<file path="config.mk">
export PLATFORM = sky130hd
export DESIGN_NAME = fp_status_unit
export DESIGN_NICKNAME = d
export VERILOG_FILES = /design/src/rtl/fpst_pkg.sv /design/src/rtl/fpst_ill_dec.sv /design/src/rtl/fpst_exc_prio.sv /design/src/rtl/fpst_csr.sv /design/src/rtl/fp_status_unit.sv
export SDC_FILE = /design/constraint.sdc
export NUM_CORES = 1
export LEC_CHECK = 0
export BUFFER_PORTS_ARGS = -buffer_cell sky130_fd_sc_hd__buf_2
export CAP_MARGIN = 40
export CORE_MARGIN = 3
export CORE_UTILIZATION = 38
export CTS_BUF_LIST = sky130_fd_sc_hd__clkbuf_4 sky130_fd_sc_hd__clkbuf_8 sky130_fd_sc_hd__clkbuf_16
export CTS_CLUSTER_SIZE = 14
export DETAILED_ROUTE_END_ITERATION = 10
export GPL_TIMING_DRIVEN = 0
export PLACE_DENSITY = 0.79
export SETUP_SLACK_MARGIN = 0.2
export SLEW_MARGIN = 20
export SYNTH_ARGS = -nofsm -noshare
export SYNTH_HDL_FRONTEND = slang
export SYNTH_HIERARCHICAL = 1
export SYNTH_SLANG_ARGS = --single-unit
</file>
<file path="constraint.sdc">
create_clock -name clk -period 2.1 [get_ports clk]
set_input_delay 0.42 -clock clk [delete_from_list [all_inputs] [get_ports clk]]
set_output_delay 0.42 -clock clk [all_outputs]
set_load 0.005 [all_outputs]
</file>
<file path="src/rtl/fpst_pkg.sv">
package fpst_pkg;

   localparam int CSR_W   = 16;
   localparam int TT_LSB  = 0;
   localparam int TT_W    = 3;
   localparam int UEN_BIT = 3;
   localparam int UF_BIT  = 4;
   localparam int IEN_BIT = 5;
   localparam int IF_BIT  = 6;
   localparam int RM_LSB  = 7;
   localparam int RM_W    = 2;
   localparam int SW_LSB  = RM_LSB + RM_W;
   localparam int SW_W    = CSR_W - SW_LSB;

   typedef enum logic [TT_W-1:0] {
      TT_NONE = 3'b000,
      TT_UNF  = 3'b001,
      TT_OVF  = 3'b010,
      TT_DZ   = 3'b011,
      TT_ILL  = 3'b100,
      TT_INV  = 3'b101,
      TT_INX  = 3'b110,
      TT_RSV  = 3'b111
   } tt_e;

   typedef struct packed {
      logic ill;
      logic inv;
      logic dz;
      logic dvd_zero;
      logic ovf;
      logic unf;
      logic inx;
   } exc_s;

endpackage

</file>
<file path="src/rtl/fpst_ill_dec.sv">
module fpst_ill_dec #(
   parameter int         OPC_W   = 8,
   parameter int         FMT_W   = 4,
   parameter int         FMT_LSB = 10,
   parameter logic [7:0] OPC     = 8'b1011_1110,
   parameter logic [3:0] FMT_A   = 4'b0011,
   parameter logic [3:0] FMT_B   = 4'b1001,
   parameter bit         ENABLE  = 1'b1,
   localparam int        SPAN_W  = FMT_LSB + FMT_W
) (
   input  logic [SPAN_W-1:0] word_i,
   output logic              hit_o
);

   generate
      if (ENABLE) begin : g_dec
         logic opc_hit;
         logic fmt_hit;
         logic unused_mid;
         assign opc_hit    = (word_i[OPC_W-1:0] == OPC[OPC_W-1:0]);
         assign fmt_hit    = (word_i[SPAN_W-1:FMT_LSB] == FMT_A[FMT_W-1:0]) ||
                             (word_i[SPAN_W-1:FMT_LSB] == FMT_B[FMT_W-1:0]);
         assign unused_mid = ^word_i[FMT_LSB-1:OPC_W];
         assign hit_o      = opc_hit && fmt_hit;
      end else begin : g_off
         logic unused_word;
         assign unused_word = ^word_i;
         assign hit_o       = 1'b0;
      end
   endgenerate

endmodule

</file>
<file path="src/rtl/fpst_exc_prio.sv">
module fpst_exc_prio
   import fpst_pkg::*;
(
   input  exc_s raw_i,
   input  logic uen_i,
   input  logic ien_i,
   output tt_e  code_o,
   output logic set_uf_o,
   output logic set_if_o,
   output logic trap_o,
   output logic zero_res_o
);

   logic dz_eff;
   logic inv_eff;
   logic other;

   assign dz_eff  = raw_i.dz & ~raw_i.dvd_zero;
   assign inv_eff = raw_i.inv | (raw_i.dz & raw_i.dvd_zero);
   assign other   = raw_i.ill | inv_eff | dz_eff | raw_i.ovf | raw_i.unf;

   always_comb begin
      if (raw_i.ill)       code_o = TT_ILL;
      else if (inv_eff)    code_o = TT_INV;
      else if (dz_eff)     code_o = TT_DZ;
      else if (raw_i.ovf)  code_o = TT_OVF;
      else if (raw_i.unf)  code_o = TT_UNF;
      else if (raw_i.inx)  code_o = TT_INX;
      else                 code_o = TT_NONE;
   end

   assign set_uf_o   = raw_i.unf;
   assign set_if_o   = raw_i.inx & ~other;
   assign trap_o     = raw_i.ill | inv_eff | dz_eff | raw_i.ovf |
                       (raw_i.unf & uen_i) | (set_if_o & ien_i);
   assign zero_res_o = raw_i.unf & ~uen_i;

endmodule

</file>
<file path="src/rtl/fpst_csr.sv">
module fpst_csr
   import fpst_pkg::*;
(
   input  logic             clk,
   input  logic             rst_n,
   input  logic             ld_i,
   input  logic [CSR_W-1:0] ld_data_i,
   input  logic             upd_i,
   input  tt_e              code_i,
   input  logic             set_uf_i,
   input  logic             set_if_i,
   output logic [CSR_W-1:0] csr_o
);

   logic [CSR_W-1:0] csr_q;

   always_ff @(posedge clk or negedge rst_n) begin
      if (!rst_n) begin
         csr_q <= '0;
      end else if (ld_i) begin
         csr_q <= ld_data_i;
      end else if (upd_i) begin
         csr_q[TT_LSB +: TT_W] <= code_i;
         if (set_uf_i) csr_q[UF_BIT] <= 1'b1;
         if (set_if_i) csr_q[IF_BIT] <= 1'b1;
      end
   end

   assign csr_o = csr_q;

endmodule

</file>
<file path="src/rtl/fp_status_unit.sv">
module fp_status_unit
   import fpst_pkg::*;
#(
   parameter int INSN_W     = 24,
   parameter bit DECODE_ILL = 1'b1
) (
   input  logic              clk,
   input  logic              rst_n,
   input  logic              done_i,
   input  logic [INSN_W-1:0] insn_i,
   input  logic              unf_i,
   input  logic              ovf_i,
   input  logic              dz_i,
   input  logic              dvd_zero_i,
   input  logic              inv_i,
   input  logic              inx_i,
   input  logic              ld_i,
   input  logic [CSR_W-1:0]  ld_data_i,
   output logic [CSR_W-1:0]  status_o,
   output logic              illegal_o,
   output logic              trap_o,
   output logic              zero_res_o
);

   localparam int DEC_W = 14;

   generate
      if (INSN_W < DEC_W) begin : g_bad_w
         $error("fp_status_unit: INSN_W must cover bits 13:0");
      end
      if (SW_LSB + SW_W != CSR_W) begin : g_bad_map
         $error("fp_status_unit: field map does not fill the register");
      end
   endgenerate

   logic upd;
   exc_s raw;
   tt_e  code;
   logic set_uf, set_if, trap_raw, zero_raw;

   generate
      if (INSN_W > DEC_W) begin : g_hi
         logic unused_hi;
         assign unused_hi = ^insn_i[INSN_W-1:DEC_W];
      end
   endgenerate

   fpst_ill_dec #(.ENABLE(DECODE_ILL)) u_dec (
      .word_i (insn_i[DEC_W-1:0]),
      .hit_o  (illegal_o)
   );

   assign upd = done_i & ~ld_i;

   always_comb begin
      raw          = '0;
      raw.ill      = illegal_o;
      raw.inv      = inv_i;
      raw.dz       = dz_i;
      raw.dvd_zero = dvd_zero_i;
      raw.ovf      = ovf_i;
      raw.unf      = unf_i;
      raw.inx      = inx_i;
   end

   fpst_exc_prio u_prio (
      .raw_i      (raw),
      .uen_i      (status_o[UEN_BIT]),
      .ien_i      (status_o[IEN_BIT]),
      .code_o     (code),
      .set_uf_o   (set_uf),
      .set_if_o   (set_if),
      .trap_o     (trap_raw),
      .zero_res_o (zero_raw)
   );

   fpst_csr u_csr (
      .clk       (clk),
      .rst_n     (rst_n),
      .ld_i      (ld_i),
      .ld_data_i (ld_data_i),
      .upd_i     (upd),
      .code_i    (code),
      .set_uf_i  (set_uf),
      .set_if_i  (set_if),
      .csr_o     (status_o)
   );

   assign trap_o     = upd & trap_raw;
   assign zero_res_o = upd & zero_raw;

endmodule

</file>
==> results by group <==
GRT
  • Initial antenna violation count: 0
  • All-Layer GR Usage: 14.28%
  • Vias in the first global route: 755
  • First-pass GRT wire length: 2.932 mm
  • Largest net degree at the start of global routing: 17
  • Grt total ovfl: 0

Routing
  • Routed wire length: 1.918 mm
  • Antenna Nets Post-Route: 0
  • Via density: 4.712
  • Routed len/inst: 12.29 um
  • Starting DRT DRC Count: 5
  • Via count: 735
  • Detailed Routing Iterations Pass 1: 4
  • DRC: 0

Clock tree
  • CTS tree: done
  • Hold-fix buffers, CTS: 0
  • Num CTS Buffers: 3
  • # clock sinks: 16
  • Maximum clock insertion buffer count: 2
  • Clock latency at the later pin of the worst-skew pair: 0.27 ns
  • H-tree levels: 1
  • CTS root buffer: clkbuf_4
  • CTS clk-pin slew, worst paths: 0.09 ns

STA
  • Fin Hold WS: 0.03579 ns
  • Final worst-path cycle share: 97.87%
  • Worst-margin pin slew: 0.3440 ns
  • Unrepaired setup endpoints after global routing: yes
  • Post-route minimum period: 2.055 ns
  • Maximum achievable frequency: 486.6 MHz
  • Final Setup Violations: 0
  • Setup TNS: 0 ns
  • Slew Limit Fails: 0
  • Skew final: 0 ns
  • Final hold vios: 0
  • Worst slew margin: 77.07%

Power
  • Internal Power: 0.5522 mW
  • Power share of the clock group: 26.5%
  • P_leak: 0.6650 nW
  • Comb power frac: 24.4%
  • Fraction of power spent switching nets: 23.60%
  • Psw: 0.1706 mW
  • Pwr dens: 573.1 nW/um^2
  • Sequential power share: 49.1%
  • Peak VDD IR: 0.4091 mV

Cells and area
  • Final Core Density: 62.38%
  • NumNets Final: 180
  • Max reg flops: 16
  • N_diodes: 0
  • Area delta synth->final: 50.67%
  • Layout cell share with drive strength beyond 1: 65.89%

Placed design
  • Port bufs: 56
  • Hpwl dp: 1.585 mm
  • Placer Congestion: 0.6717

Yosys
  • Mean Syn Cell Area: 12.31 sq um
  • Commonest cells in the netlist: dfrtp_1, mux2_4, nand2_1
  • Syn Nets: 118
  • Synth cell types: 24
  • Register area share after synthesis: 47.83%
  • Mapped Area: 837.1 sq um
  • Synth warn: 6
  • Main synth FF type: dfrtp_1
  • Number of synthesized flops with an enable pin: 0
  • Ys async rst share: 100.0%
  • Flip-flop and latch count after synthesis: 16
  • Cells after synthesis: 68
  • Synth top area share: 47.83%
  • Leading post-synthesis cells by cell area: dfrtp_1, mux2_4, mux2i_1, a21oi_1, o21ai_0
  • Count leader, synth: dfrtp_1
  • Cell taking the most area after synthesis: dfrtp_1

Die
  • Initial Utilization: 41.40%
  • Row Count: 16
  • Die ar.: 2802 sq um
  • Number of top-level pins: 69
  • Core area: 2022 sq um
  • Die W: 52.94 um
  • Die H: 52.94 um

Min path
  • Worst min path class: in -> async

Setup path
  • Crit path max fanout: 2
  • CP Class: in -> out
  • Required time of the critical path: 1.68 ns
  • Crit end category: primary output
  • Startpoint types: primary input
  • CP Data Arrival Time: 1.64 ns

Outcome
  • Status: complete, no violations

Run
  • Maxcap violations: 0
stage by stage:
step | worst slack, ns | power [mW] | std cells | cell area [sq um]
2_1_floorplan | 0.2674 | 0.4453 | 68 | 880.8
3_5_place_dp | -0.02982 | 0.5350 | 151 | 1195
5_1_grt | 0.01177 | 0.7697 | 156 | 1261
6_report | 0.04479 | 0.7228 | 156 | 1261
3_3_place_gp | -0.01832 | 0.5298 | 151 | 1195
4_1_cts | 0.008743 | 0.7325 | 156 | 1247
path summary, 6_finish.rpt:
kind                           startpoint              end  slack (ns)  cells past startpoint
max                            insn_i[11]           trap_o        0.04                      7
min                                 rst_n  u_csr/csr_o[15]        0.04                      1
max reg2reg                u_csr/csr_o[3]   u_csr/csr_o[3]        1.31                      1
min reg2reg                u_csr/csr_o[7]   u_csr/csr_o[7]        0.51                      1
max in group asynchronous           rst_n   u_csr/csr_o[0]        1.81                      1
min in group clk             ld_data_i[0]   u_csr/csr_o[0]        0.35                      3
layer usage:
layer,routed length (um),track usage [%],part of all wire [%],vias up
met5,0,0,0,-
met4,14,6.383,0.73,0
met3,274,4.225,14,2
met2,945,26.03,49,43
met1,683,14.87,36,325
li1,-,-,-,365
cell usage in the layout, fill, tap and decap left out, types with 2 or more instances in the layout:
| cell type | netlist | routed |
|---|---|---|
| and3b_2 | 2 | 2 |
| nor2_1 | 3 | 3 |
| dfrtp_1 | 16 | 16 |
| mux2i_1 | 3 | 3 |
| clkbuf_4 | 0 | 3 |
| o21ai_0 | 5 | 5 |
| nand2_1 | 6 | 6 |
| buf_4 | 2 | 3 |
| buf_6 | 1 | 3 |
| buf_2 | 1 | 54 |
| mux2_4 | 10 | 10 |
| nand2b_1 | 2 | 2 |
| a21oi_1 | 5 | 5 |
layout make-up:
class / count / area (sq um)
inverter: 1 / 3.754
sequential: 16 / 400.4
multi-input combinational: 47 / 445.4
tap: 27 / 33.78
fill: 174 / 760.7
timing repair buffer: 57 / 310.3
clock buffer: 4 / 36.28
buffer: 4 / 31.28
logic make-up after synthesis:
logic type,synth area share (%)
flip-flops,47.83
AO/OA/AOI/OAI,9.118
buffers and inverters,4.184
AND/OR/NAND/NOR,14.95
XOR/XNOR,1.047
multiplexers,22.87
power by group through the flow:
stage                     Combinational [mW]  Sequential (mW)  Clock [mW]
final                                  0.176            0.355       0.191
after global routing                   0.193            0.360       0.217
after CTS                              0.177            0.356       0.200
after detailed placement               0.175            0.360           0
after global placement                 0.170            0.360           0
after floorplan                       0.0818            0.364           0
repair_timing:
action / in CTS / in global routing
resized for setup: 2 / 4
pin swaps: 3 / 0
hold endpoints to repair: 0 / 0
setup buffers: 1 / 0
gates cloned: 0 / 0
endpoints found under the setup margin: 1 / 1
worst max-delay path, stage by stage:
cell and delay (ns):
buf_8 0.10, xnor2_4 0.17, nor4_4 0.05, or4_4 0.42, o21bai_1 0.16, and3b_2 0.19, buf_6 0.11
(Power assumes the default switching activity.)
